$ cat config.mk
export PLATFORM = sky130hd
export DESIGN_NAME = uart_tx_core
export DESIGN_NICKNAME = d
export VERILOG_FILES = /design/src/rtl/uart_tx_pkg.sv /design/src/rtl/uart_tx_ctrl.sv /design/src/rtl/uart_tx_dpath.sv /design/src/rtl/uart_tx_core.sv
export SDC_FILE = /design/constraint.sdc
export NUM_CORES = 1
export LEC_CHECK = 0
export BUFFER_PORTS_ARGS = -buffer_cell sky130_fd_sc_hd__buf_2
export CORE_MARGIN = 1.5
export CORE_UTILIZATION = 37
export DETAILED_ROUTE_END_ITERATION = 10
export GPL_TIMING_DRIVEN = 0
export SLEW_MARGIN = 20
export SYNTH_ARGS = -nofsm -noshare
export SYNTH_HDL_FRONTEND = slang
export SYNTH_HIERARCHICAL = 1
export SYNTH_SLANG_ARGS = --single-unit
$ cat constraint.sdc
create_clock -name clk -period 5.59 [get_ports clk]
set_clock_uncertainty 0.1 [all_clocks]
set_input_delay 0.8385 -clock clk [delete_from_list [all_inputs] [get_ports clk]]
set_output_delay 0.8385 -clock clk [all_outputs]
set_load 0.005 [all_outputs]
$ cat src/rtl/uart_tx_pkg.sv
package uart_tx_pkg;

  localparam int DATA_W = 8;

  typedef enum logic [2:0] {
    PH_IDLE  = 3'd0,
    PH_START = 3'd1,
    PH_DATA  = 3'd2,
    PH_PAR   = 3'd3,
    PH_STOP  = 3'd4
  } txPhase_e;

  // strobes from control to datapath
  typedef struct packed {
    logic     load;   // pop head byte into the shift engine
    logic     shift;  // advance to the next data bit
    logic     flush;  // discard waiting bytes
    txPhase_e phase;  // which part of the frame is on the line
  } txStrobe_t;

endpackage

$ cat src/rtl/uart_tx_ctrl.sv
module uart_tx_ctrl
  import uart_tx_pkg::*;
#(
  parameter int DIV_W = 16,
  parameter int CNT_W = 8
) (
  input  logic             clk,
  input  logic             rst,
  input  logic             preDiv4Strap,
  input  logic             ovrWe,
  input  logic             ovrDiv4,
  input  logic             samp8x,
  input  logic [DIV_W-1:0] baudDiv,
  input  logic             fifoEn,
  input  logic [1:0]       wordLen,
  input  logic             parEn,
  input  logic             stopTwo,
  input  logic [CNT_W-1:0] fifoCount,
  input  logic [CNT_W-1:0] trigLevel,
  input  logic             wrEn,
  input  logic             isrRd,
  output txStrobe_t        ctl,
  output logic             irqPend
);

  logic             div4;
  logic [1:0]       preCnt;
  logic [DIV_W-1:0] divCnt, divLast;
  logic [3:0]       sampCnt, osLast;
  txPhase_e         phase, phaseNxt;
  logic [2:0]       bitIdx, lastIdx;
  logic             stopIdx, twoStops, useParity, fifoEnQ;
  logic             preTick, sampTick, bitDone, flush, avail, frameEnd, load, setEv, crossDown;

  // timing chain: prescaler -> divisor -> oversampling count
  always_comb begin
    divLast  = (baudDiv == '0) ? '0 : baudDiv - 1'b1;
    osLast   = samp8x ? 4'd7 : 4'd15;
    preTick  = !div4 || (preCnt == 2'd3);
    sampTick = preTick && (divCnt == divLast);
    bitDone  = (phase != PH_IDLE) && sampTick && (sampCnt == osLast);
  end

  always_comb begin
    flush    = (fifoEn != fifoEnQ);
    avail    = (fifoCount != '0) && !flush;
    frameEnd = (phase == PH_STOP) && bitDone && (!twoStops || stopIdx);
    load     = avail && ((phase == PH_IDLE) || frameEnd);
  end

  always_comb begin
    phaseNxt = phase;
    unique case (phase)
      PH_IDLE:  phaseNxt = PH_IDLE;
      PH_START: if (bitDone) phaseNxt = PH_DATA;
      PH_DATA:  if (bitDone && (bitIdx == lastIdx)) phaseNxt = useParity ? PH_PAR : PH_STOP;
      PH_PAR:   if (bitDone) phaseNxt = PH_STOP;
      PH_STOP:  if (frameEnd) phaseNxt = PH_IDLE;
      default:  phaseNxt = PH_IDLE;
    endcase
    if (load) phaseNxt = PH_START;
  end

  always_ff @(posedge clk) begin
    if (rst) begin
      div4      <= preDiv4Strap;
      fifoEnQ   <= fifoEn;
      phase     <= PH_IDLE;
      preCnt    <= '0;
      divCnt    <= '0;
      sampCnt   <= '0;
      bitIdx    <= '0;
      stopIdx   <= 1'b0;
      lastIdx   <= 3'd7;
      useParity <= 1'b0;
      twoStops  <= 1'b0;
    end else begin
      if (ovrWe) div4 <= ovrDiv4;
      fifoEnQ <= fifoEn;
      phase   <= phaseNxt;
      if (load) begin
        preCnt    <= '0;
        divCnt    <= '0;
        sampCnt   <= '0;
        bitIdx    <= '0;
        stopIdx   <= 1'b0;
        lastIdx   <= 3'd4 + {1'b0, wordLen};
        useParity <= parEn;
        twoStops  <= stopTwo;
      end else if (phase != PH_IDLE) begin
        if (div4) preCnt <= preCnt + 1'b1;
        if (preTick) divCnt <= (divCnt == divLast) ? '0 : divCnt + 1'b1;
        if (sampTick) sampCnt <= (sampCnt == osLast) ? '0 : sampCnt + 1'b1;
        if ((phase == PH_DATA) && bitDone) bitIdx <= bitIdx + 1'b1;
        if ((phase == PH_STOP) && bitDone) stopIdx <= 1'b1;
      end
    end
  end

  // interrupt source
  always_comb begin
    crossDown = (fifoCount >= trigLevel) && ((fifoCount - 1'b1) < trigLevel);
    setEv     = load && (!fifoEn || (fifoCount == CNT_W'(1)) || crossDown);
  end

  always_ff @(posedge clk) begin
    if (rst)                 irqPend <= 1'b0;
    else if (wrEn || isrRd)  irqPend <= 1'b0;
    else if (setEv)          irqPend <= 1'b1;
  end

  always_comb begin
    ctl.load  = load;
    ctl.shift = (phase == PH_DATA) && bitDone;
    ctl.flush = flush;
    ctl.phase = phase;
  end

endmodule

$ cat src/rtl/uart_tx_dpath.sv
module uart_tx_dpath
  import uart_tx_pkg::*;
#(
  parameter int DEPTH = 128,
  parameter int CNT_W = $clog2(DEPTH + 1),
  parameter int PTR_W = $clog2(DEPTH)
) (
  input  logic              clk,
  input  logic              rst,
  input  logic              fifoEn,
  input  logic              wrEn,
  input  logic [DATA_W-1:0] wrData,
  input  logic [1:0]        wordLen,
  input  logic              parEven,
  input  txStrobe_t         ctl,
  output logic [CNT_W-1:0]  fifoCount,
  output logic              txOut
);

  logic [DATA_W-1:0] mem [DEPTH];
  logic [PTR_W-1:0]  wrPtr, rdPtr, memAddr;
  logic [DATA_W-1:0] headData, mask, shiftReg;
  logic              full, wrAcc, memWe, parBit;

  always_comb begin
    full    = (fifoCount == CNT_W'(DEPTH));
    wrAcc   = wrEn && !ctl.flush && (!fifoEn || !full || ctl.load);
    memWe   = wrAcc;
    memAddr = fifoEn ? wrPtr : '0;
    headData = mem[rdPtr];
    mask    = 8'hFF >> (2'd3 - wordLen);
  end

  always_ff @(posedge clk) begin
    if (memWe) mem[memAddr] <= wrData;
  end

  always_ff @(posedge clk) begin
    if (rst || ctl.flush) begin
      wrPtr     <= '0;
      rdPtr     <= '0;
      fifoCount <= '0;
    end else if (wrAcc && !fifoEn) begin
      // single holding byte: a new write always ends up as the only entry
      wrPtr     <= PTR_W'(1);
      rdPtr     <= '0;
      fifoCount <= CNT_W'(1);
    end else begin
      if (wrAcc)    wrPtr <= wrPtr + 1'b1;
      if (ctl.load) rdPtr <= rdPtr + 1'b1;
      unique case ({wrAcc, ctl.load})
        2'b10:   fifoCount <= fifoCount + 1'b1;
        2'b01:   fifoCount <= fifoCount - 1'b1;
        default: fifoCount <= fifoCount;
      endcase
    end
  end

  always_ff @(posedge clk) begin
    if (rst) begin
      shiftReg <= '0;
      parBit   <= 1'b0;
    end else if (ctl.load) begin
      shiftReg <= headData & mask;
      parBit   <= (^(headData & mask)) ^ !parEven;
    end else if (ctl.shift) begin
      shiftReg <= shiftReg >> 1;
    end
  end

  always_comb begin
    unique case (ctl.phase)
      PH_START: txOut = 1'b0;
      PH_DATA:  txOut = shiftReg[0];
      PH_PAR:   txOut = parBit;
      default:  txOut = 1'b1;
    endcase
  end

endmodule

$ cat src/rtl/uart_tx_core.sv
module uart_tx_core
  import uart_tx_pkg::*;
#(
  parameter int DEPTH = 128,
  parameter int DIV_W = 16,
  localparam int CNT_W = $clog2(DEPTH + 1)
) (
  input  logic             clk,
  input  logic             rst,
  input  logic             preDiv4Strap,
  input  logic             ovrWe,
  input  logic             ovrDiv4,
  input  logic             samp8x,
  input  logic [DIV_W-1:0] baudDiv,
  input  logic             fifoEn,
  input  logic [1:0]       wordLen,
  input  logic             parEn,
  input  logic             parEven,
  input  logic             stopTwo,
  input  logic [CNT_W-1:0] trigLevel,
  input  logic             ierTx,
  input  logic             wrEn,
  input  logic [7:0]       wrData,
  input  logic             isrRd,
  output logic             txOut,
  output logic             thrEmpty,
  output logic             txEmpty,
  output logic             txIrq
);

  txStrobe_t        ctl;
  logic [CNT_W-1:0] fifoCount;
  logic             irqPend;

  uart_tx_ctrl #(.DIV_W(DIV_W), .CNT_W(CNT_W)) u_ctrl (
    .clk(clk), .rst(rst), .preDiv4Strap(preDiv4Strap), .ovrWe(ovrWe), .ovrDiv4(ovrDiv4),
    .samp8x(samp8x), .baudDiv(baudDiv), .fifoEn(fifoEn), .wordLen(wordLen), .parEn(parEn),
    .stopTwo(stopTwo), .fifoCount(fifoCount), .trigLevel(trigLevel), .wrEn(wrEn),
    .isrRd(isrRd), .ctl(ctl), .irqPend(irqPend)
  );

  uart_tx_dpath #(.DEPTH(DEPTH), .CNT_W(CNT_W)) u_dp (
    .clk(clk), .rst(rst), .fifoEn(fifoEn), .wrEn(wrEn), .wrData(wrData), .wordLen(wordLen),
    .parEven(parEven), .ctl(ctl), .fifoCount(fifoCount), .txOut(txOut)
  );

  assign thrEmpty = (fifoCount == '0);
  assign txEmpty  = thrEmpty && (ctl.phase == PH_IDLE);
  assign txIrq    = irqPend && ierTx;

endmodule

* After elaboration in Yosys (flattened, before gate mapping)
Memories as Yosys holds them, arrays and structs flattened. A register that Yosys moved wholly into a read port is not among the register bits.
Cells that the tools add are included.
** Cells by class
- Bitwise gates (word level) :: 2
- $lt $le $gt $ge :: 2
- $add $sub $neg :: 11
- Equal/unequal tests :: 21
- Shift operators :: 1
- Reduce and logical (&&, ||, !) cells :: 52
- Mux-type cells :: 25
** Operators by type and width (count)
- 16-bit 2-to-1 mux :: 2
- 7-bit 2-to-1 mux :: 3
- 16-bit by 1-bit adder with 16-bit output (second input constant) :: 1
- 16-bit equality test :: 1
- 1-bit logical AND :: 16
- 16-bit logical NOT :: 1
- 8-bit 2-to-1 mux :: 2
- 8-bit one-hot mux with 2 select lines :: 1
- 16-bit by 1-bit subtractor with 16-bit output (second input constant) :: 1
- 3-bit 2-to-1 mux :: 5
- 7-bit by 1-bit adder with 7-bit output (second input constant) :: 2
- 3-bit by 1-bit != test with 1-bit output (second input constant) :: 4
- 3-bit one-hot mux with 4 select lines :: 1
- 2-bit AND reduction :: 5
- 1-bit logical OR :: 9
- 8-bit by 1-bit adder with 8-bit output (second input constant) :: 1
- 8-bit bitwise AND :: 1
- 8-bit by 1-bit equality test with 1-bit output (second input constant) :: 1
- 8-bit equality test (second input constant) :: 1
- 8-bit greater-or-equal comparator :: 1
- 8-bit logical NOT :: 1
- 8-bit < comparator :: 1
- 1-bit 2-to-1 mux :: 8
- 4-bit 2-to-1 mux :: 2
- other kinds (26) :: 43
** Storage, ports and cells
- Memories :: 1
- Bits of input ports :: 47
- Logic and storage cells :: 135
- Output and inout bits :: 4
- Bits in writable memories :: 1024
- Register bits after elaboration :: 68
** Memories
- u_dp.mem :: words 128, bits a word 8, read ports 1, clocked after memory_dff 1, wr ports 1, RTL line uart_tx_dpath.sv:20 : logic [DATA_W-1:0] mem [DEPTH];

* Longest topological paths before layout
Gate-level depths: netlist of the first run.
- Depth in word-level cells :: 15
- Mapped depth :: 24
- Mapped depth without buffers :: 21

* By module
Netlist of the first run, hierarchy kept.
** By module, submodules not included
- uart_tx_dpath :: instances 1, cells an instance 2057, area an instance 41735.0 um^2
- uart_tx_ctrl :: instances 1, cells an instance 403, area an instance 3163.0 um^2
- uart_tx_core :: instances 1, cells an instance 6, area an instance 45.0 um^2

* Worst setup path after synthesis of the first run
OpenSTA, ideal clock, no wires.
- Path type :: input to register
- Start :: input baudDiv[0]
- End :: memory u_dp.mem[43][0] (enable)
- Stages :: 19
- Data arrival time :: 5.415 ns
- Setup time :: 0.370 ns
- Slack :: -0.295 ns
- Path through :: inv_1 ha_1 or4b_1 buf_2 nor4_2 o21ai_0 a32oi_1 o2111ai_1 nor4b_4 a41oi_1 nor2_1 buf_4 clkbuf_1 nor4b_1 a31oi_1 nor2b_1 nand4_1 clkbuf_1 nor2_1
** Between the ends
- Longest elaborated chain between the ends :: 14
- Elaborated cells on any way between the ends :: 15
- Classes of those cells :: 1 x add/sub; 1 x eq/ne; 3 x mux; 10 x reduce/logical
** RTL lines
- start, declared :: RTL line uart_tx_core.sv:14 : input logic [DIV_W-1:0] baudDiv,
- 16-bit by 1-bit subtractor with 16-bit output or 16-bit logical NOT (tied branches) :: RTL line uart_tx_ctrl.sv:37 : divLast = (baudDiv == '0) ? '0 : baudDiv - 1'b1;
- 16-bit 2-to-1 mux * :: RTL line uart_tx_ctrl.sv:37
- 16-bit equality test * :: RTL line uart_tx_ctrl.sv:40 : sampTick = preTick && (divCnt == divLast);
- 1-bit logical AND * :: RTL line uart_tx_ctrl.sv:40
- 1-bit logical AND * (2 in series) :: RTL line uart_tx_ctrl.sv:41 : bitDone = (phase != PH_IDLE) && sampTick && (sampCnt == osLast);
- 1-bit logical AND * (2 in series) :: RTL line uart_tx_ctrl.sv:47 : frameEnd = (phase == PH_STOP) && bitDone && (!twoStops || stopIdx);
- 1-bit logical OR * :: RTL line uart_tx_ctrl.sv:48 : load = avail && ((phase == PH_IDLE) || frameEnd);
- 1-bit logical AND * :: RTL line uart_tx_ctrl.sv:48
- via u_ctrl.load :: RTL line uart_tx_ctrl.sv:33 : logic preTick, sampTick, bitDone, flush, avail, frameEnd, load, setEv, crossDown;
- 1-bit logical OR * :: RTL line uart_tx_dpath.sv:27 : wrAcc = wrEn && !ctl.flush && (!fifoEn || !full || ctl.load);
- 1-bit logical AND * :: RTL line uart_tx_dpath.sv:27
- 1-bit 2-to-1 mux * :: RTL line uart_tx_dpath.sv:35 : if (memWe) mem[memAddr] <= wrData;
- 1-bit 2-to-1 mux (not written as such) * :: RTL line uart_tx_dpath.sv:35
- end, declared :: RTL line uart_tx_dpath.sv:20
The timed path passes the listed nets; every way through them passes the cells marked *.

==> reports/metrics.csv, run 1 <==
metric,value,unit
outcome,"finished, violations left",
violations,setup timing,
r2r_end,u_dp/parBit$_SDFFE_PP0P_,
min_path_type,input port to flip-flop,
n_antenna_cell,0,
finalInstanceArea,51990,µm²
hpwl,97560,µm
final_cell_mix,"1025 x edfxtp_1, 251 x mux4_2, 113 x clkbuf_16, 105 x nor2_1, 73 x dfxtp_1",
synth_area_leaders,"edfxtp_1 68%, mux4_2 13%, dfxtp_1 3.3%, nor2_1 1.9%, mux2i_1 1.4%",
detail-route-antenna-nets,0,
setup_slack,-0.04949,ns
rows,127,
grt_pass1_vias,25480,
final.setup.tns,-0.04949,ns
grt_use_total,23.75,%
grt_pass1_wl,202500,µm
yosysWarnings,6,
use_met2,36.59,%
avgRoutedWirePerCell,33.60,µm
synthFlopType,edfxtp_1,
cp-end-kind,flip-flop,
synth_top_family_by_area,multiplexers,
p_leak,15.82,nW
rsz0062_at_grt,false,
clkTransAtPathRegs,0.06,ns
critPathCapture,u_dp/parBit$_SDFFE_PP0P_,
met3_usage,5.934,%
final_cell_count_no_fill,4362,
post-place-cells,4130,
syn-instance-count,2466,
gr-usage-met1,32.34,%
first_pass_iters,5,
crit_type,flip-flop to flip-flop,
clock_latency,0.73,ns
synth_xor_area_share,1.297,%
cts_sinks,1098,
filler_cell_count,10470,
finalSetupViolCount,1,
holdWs,0.3015,ns
cp-start-kind,flip-flop,
pre_cts_slack,-2.600,ns
core,120100,µm²
final-max-slew-violation-count,0,
yosys.area.top_type_share,68.49,%
nets,2736,
cp.required,6.10,ns
yosys.area_share.simple,5.919,%
vias,26330,
drc,0,
drive_gt1_share,26.69,%
hold_buffers,0,
hold_viol_final,0,
routabilityCongestion,0.9789,
viasPerCell,6.036,
reg2regPathDepth,13,
max_cap_violations,0,
portBuffers,43,
ios,51,
grt_antenna_before_repair,4,
synth.avg_cell_area,18.23,µm²
dieArea,123600,µm²
ys_types,83,
final_util,43.28,%
grt_overflow_total,0,
ff2ff_setup_slack,-0.05,ns
grt-busiest-layer,met2,
die_y,351.5,µm
layout.cells.most_common,edfxtp_1,
htree_levels,3,
async_reset_ff_share,0,%
tightest_slew,1.296,ns
cts_tree,yes,
synth.cell_area,44940,µm²
finalCritPeriodShare,100.9,%
start_util,37.41,%
post_dp_cell_area,47560,µm²
wirelength,146600,µm
synth_seq_area_share,71.74,%
synth_top_cell_by_area,edfxtp_1,
p_total,16.71,mW
arrival,6.14,ns
max_slew_margin,13.58,%
cts-buffers-inserted,110,
die_x,351.5,µm
ir_drop,0.2778,mV
synth_compound_area_share,3.811,%
syn-num-nets,2545,
cp_max_fo,10,
first_iter_violations,3604,
synth-seq-cells,1098,
timing.fmax,0.1773,GHz
layout_min_cycle_time,5.639,ns
synth-adder-area-share,0.9076,%
grt_max_degree,105,
synth_mux_area_share,14.47,%
clockBufferDepth,3,
synth-edff-count,1025,
cts-root-buf,clkbuf_16,
powerDensity,321.4,nW/µm²
area_delta_synth_final,15.68,%
[metal layers]
metal / up-vias / share of wire, %
met1: 13930 / 39
met5: - / 0.018
met2: 1727 / 45
met3: 295 / 11
li1: 10380 / -
met4: 4 / 4.5
[registers in the layout (all words and copies together) (netlist names), named ones only]
register / flops
u_ctrl/phase: 3
u_dp/fifoCount: 8
u_ctrl/bitIdx: 3
u_ctrl/useParity: 1
u_dp/rdPtr: 7
u_ctrl/divCnt: 16
u_ctrl/preCnt: 2
u_dp/mem: 1024
u_ctrl/sampCnt: 4
u_ctrl/irqPend: 1
u_dp/shiftReg: 8
u_ctrl/lastIdx: 2
u_ctrl/stopIdx: 1
u_ctrl/twoStops: 1
u_ctrl/div4: 1
u_dp/wrPtr: 7
u_ctrl/fifoEnQ: 1
u_dp/parBit: 1
[timing repair]
| item | in CTS | in global routing |
|---|---|---|
| setup endpoints to repair | 1031 | 944 |
| gates resized for setup | 196 | 8 |
| gates cloned | 0 | 0 |
| buffers inserted | 25 | 3 |
| pin swaps | 26 | 3 |
[synthesized netlist by cell type, types with 9 or more instances]
cell type and number:
clkbuf_1 57, mux4_2 251, mux2i_1 65, nand2b_1 13
buf_2 34, and2_1 10, xnor2_1 22, o21ai_0 32
nor2b_1 34, nand3_1 41, nor3_1 27, buf_4 27
nand2_1 73, and3_1 12, or3_1 11, ha_1 31
edfxtp_1 1025, a211oi_1 14, a22o_1 10, dfxtp_1 73
nor2_1 229, a221oi_1 10, a21oi_1 69, o22ai_1 11
nand4_1 15, nor4_1 10, nand3b_1 13, a22oi_1 47
xor2_1 35, buf_6 9, inv_1 29
[cell type report]
type                    instances  area, µm²  share of cell area [%]
flip-flops and latches       1098      32240                   62.01
multi-input cells            1206      12620                   24.28
clock buffers                 134       2907                   5.590
well taps                    1612       2017                   3.879
plain buffers                 132      798.3                   1.535
repair buffers                 80      744.5                   1.432
clock inverters                71      554.3                   1.066
inverters                      29      108.9                  0.2094
[worst min path at each step]
stage | start | to | slack [ns] | cells after the start
after global routing | fifoEn | u_ctrl/fifoEnQ$_DFF_P_ | 0.28 | 1
after detailed placement | u_ctrl/irqPend$_SDFFE_PP0P_ | u_ctrl/irqPend$_SDFFE_PP0P_ | 0.35 | 1
final | isrRd | u_ctrl/irqPend$_SDFFE_PP0P_ | 0.30 | 3
after CTS | fifoEn | u_ctrl/fifoEnQ$_DFF_P_ | 0.25 | 1
after floorplan | u_ctrl/irqPend$_SDFFE_PP0P_ | u_ctrl/irqPend$_SDFFE_PP0P_ | 0.33 | 1
after global placement | u_ctrl/irqPend$_SDFFE_PP0P_ | u_ctrl/irqPend$_SDFFE_PP0P_ | 0.35 | 1
[worst max-delay path, cell delays in order (launching register included)]
cell,delay (ns)
dfxtp_1,0.58
buf_4,0.40
buf_4,0.37
buf_2,0.63
buf_2,0.68
mux4_2,0.43
mux2i_1,0.52
nand2_1,0.13
nand4_1,0.18
nand4_1,0.39
xor2_1,0.30
xnor2_2,0.18
xnor3_1,0.41
a211oi_2,0.22
[kinds of logic after synthesis]
kind of cell | Yosys count
buf+inv | 162
compound gates | 254
xor+xnor | 61
simple gates | 532
fa+ha+maj | 32
flops | 1098
mux | 327
[where the power goes]
group | internal (mW) | total, mW | switching, mW | leakage [nW]
clock network | 3.98 | 7.14 | 3.16 | 1.69
logic | 0.182 | 0.570 | 0.388 | 4.33
registers | 8.99 | 9.00 | 0.0130 | 9.80
No activity file was read; power rests on OpenSTA's default activity.
==> inputs of run 2 (changes only) <==
Settings changed: CORE_UTILIZATION 37 to 56, PLACE_DENSITY set to 0.75.
==> run 2 against run 1 <==
- the flow still finishes with violations (setup timing)
- sequential power about the same
- total power fell by 0.80%
- critical path depth down 2
- die area down 34%
- sequential share of layout area grew 0.56 points
- register-to-register slack got worse by 0.30 ns
- worst setup slack worse by 0.30 ns
- fmax down 5.1%
==> reports/metrics.csv, run 2 (same netlist as run 1, synthesis figures left out) <==
metric,value,unit,change
outcome,"finished, violations left",,unchanged
violations,setup timing,,unchanged
first_pass_iters,6,,was 5
r2r_end,u_dp/parBit$_SDFFE_PP0P_,,unchanged
viasPerCell,7.030,,was 6.036
filler_cell_count,5218,,was 10470
grt_use_total,34.58,%,was 23.75%
cp_max_fo,10,,unchanged
routabilityCongestion,1.012,,was 0.9789
powerDensity,321.7,nW/µm²,was 321.4 nW/µm²
clkTransAtPathRegs,0.06,ns,about the same
clockBufferDepth,3,,unchanged
drive_gt1_share,26.63,%,was 26.69%
slowest_delay,0.99,ns,was 0.68 ns
final.setup.tns,-0.3507,ns,was -0.04949 ns
cts-root-buf,clkbuf_16,,unchanged
grt_pass1_vias,25920,,was 25480
crit_slowest_cell,clkbuf_1,,was buf_2
grt_max_degree,89,,was 105
ff2ff_setup_slack,-0.35,ns,was -0.05 ns
hold_buffers,0,,unchanged
max_cap_violations,0,,unchanged
hold_viol_final,0,,unchanged
start_util,56.71,%,was 37.41%
cp.required,6.07,ns,was 6.10 ns
wirelength,139700,µm,was 146600 µm
grt_pass1_wl,195500,µm,was 202500 µm
ios,51,,unchanged
hp-start,fifoEn,,was isrRd
path_cells,"buf_2, buf_2, clkbuf_1, clkbuf_1, a211oi_1, nor4_1, nor2_1, a211oi_1, xnor3_1, xnor3_1, a211oi_2",,"was buf_4, buf_4, buf_2, buf_2, mux4_2, mux2i_1, nand2_1, nand4_1, nand4_1, xor2_1, xnor2_2, xnor3_1, a211oi_2"
drc,0,,unchanged
reg2regPathDepth,11,,was 13
max_slew_margin,14.05,%,was 13.58%
dieArea,81960,µm²,was 123600 µm²
clock_latency,0.68,ns,was 0.73 ns
p_leak,15.88,nW,was 15.82 nW
htree_levels,3,,unchanged
rows,103,,was 127
hold_end,u_ctrl/fifoEnQ$_DFF_P_,,was u_ctrl/irqPend$_SDFFE_PP0P_
use_met2,50.99,%,was 36.59%
cts-buffers-inserted,107,,was 110
finalSetupViolCount,1,,unchanged
cp-end-kind,flip-flop,,unchanged
holdWs,0.3023,ns,was 0.3015 ns
min_path_type,input port to flip-flop,,unchanged
largest-register,u_dp/mem,,unchanged
first_iter_violations,4616,,was 3604
final_cell_mix,"1025 x edfxtp_1, 251 x mux4_2, 109 x clkbuf_16, 108 x nor2_1, 79 x nor2_4",,"was 1025 x edfxtp_1, 251 x mux4_2, 113 x clkbuf_16, 105 x nor2_1, 73 x dfxtp_1"
whs_path_depth,1,,was 3
final_cell_count_no_fill,3804,,was 4362
cp-start-kind,flip-flop,,unchanged
tightest_slew,1.289,ns,was 1.296 ns
die_y,286.3,µm,was 351.5 µm
area_delta_synth_final,14.64,%,was 15.68%
cts_tree,yes,,unchanged
cts_sinks,1098,,unchanged
avgRoutedWirePerCell,36.73,µm,was 33.60 µm
die_x,286.3,µm,was 351.5 µm
grt_antenna_before_repair,0,,was 4
top_regs,"u_dp/mem: 1024 flops, u_ctrl/divCnt: 16 flops",,unchanged
largest_reg_flops,1024,,unchanged
post_dp_cell_area,46820,µm²,was 47560 µm²
setup_slack,-0.3507,ns,was -0.04949 ns
grt_overflow_total,0,,unchanged
layout_min_cycle_time,5.941,ns,was 5.639 ns
arrival,6.43,ns,was 6.14 ns
finalInstanceArea,51520,µm²,was 51990 µm²
final-max-slew-violation-count,0,,unchanged
crit_type,flip-flop to flip-flop,,unchanged
finalCritPeriodShare,106.3,%,was 100.9%
detail-route-antenna-nets,0,,unchanged
final_util,65.01,%,was 43.28%
ir_drop,0.2934,mV,was 0.2778 mV
core,79260,µm²,was 120100 µm²
layout.cells.most_common,edfxtp_1,,unchanged
grt-busiest-layer,met2,,unchanged
nets,2744,,was 2736
hpwl,90850,µm,was 97560 µm
gr-usage-met1,47.73,%,was 32.34%
vias,26740,,was 26330
timing.fmax,0.1683,GHz,was 0.1773 GHz
rsz0062_at_grt,false,,unchanged
met3_usage,8.418,%,was 5.934%
post-place-cells,3567,,was 4130
portBuffers,43,,unchanged
[run 2: area by class of cell]
type                       count  area (µm²)  share of cell area, %
inverter                      29       108.9                 0.2113
antenna                        1       2.502               0.004857
clock buffer                 136        2828                  5.488
multi-input combinational   1206       12690                  24.64
timing repair buffer          91       975.9                  1.894
tap                         1050        1314                  2.550
buffer                       132       804.5                  1.562
clock inverter                61       554.3                  1.076
sequential                  1098       32240                  62.58
[run 2: metrics by stage]
step                power, mW  setup WS, ns
floorplan               9.428      -0.01717
global route            16.97      0.007051
global placement        9.681        -2.437
finish                  16.58       -0.3507
detailed placement      9.709        -2.480
CTS                     16.61      0.003108
[run 2: metal layers]
layer	vias to the layer above	share of wire (%)	routed length (µm)
met4	0	6.9	9658
met3	443	14	19260
met1	13670	35	48820
met5	-	0	0
li1	10370	-	-
met2	2257	44	61980
[run 2: what timing repair did]
action / 4_1_cts / 5_1_grt
buffers inserted: 38 / 2
pin swaps: 27 / 4
resized for setup: 198 / 17
gates cloned: 0 / 0
endpoints found under the setup margin: 1031 / 1026
[run 2: worst max-delay path: cells and delay by family (launching register included)]
kind,cells,cell delay [ns]
buffers and inverters,4,2.70
DFF,1,0.36
xor gates and xnor gates,2,0.68
AOI/OAI and AO/OA,3,1.37
and+or+nand+nor,2,0.63
[run 2: power breakdown]
part           switching (mW)  internal, mW
sequential             0.0127          8.99
clock                    3.03          3.99
combinational           0.378         0.181
[run 2: worst max-delay path by stage]
stage / start / endpoint / slack (ns) / cells after the start
6_report: flip-flop / u_dp/parBit$_SDFFE_PP0P_ / -0.35 / 11
3_3_place_gp: baudDiv[0] / u_dp/mem[98][3]$_DFFE_PP_ / -2.44 / 19
4_1_cts: baudDiv[0] / u_dp/mem[50][0]$_DFFE_PP_ / 0.003 / 21
3_5_place_dp: baudDiv[0] / u_dp/mem[98][3]$_DFFE_PP_ / -2.48 / 19
2_1_floorplan: baudDiv[0] / u_dp/mem[51][0]$_DFFE_PP_ / -0.02 / 19
5_1_grt: flip-flop / u_dp/parBit$_SDFFE_PP0P_ / 0.007 / 11
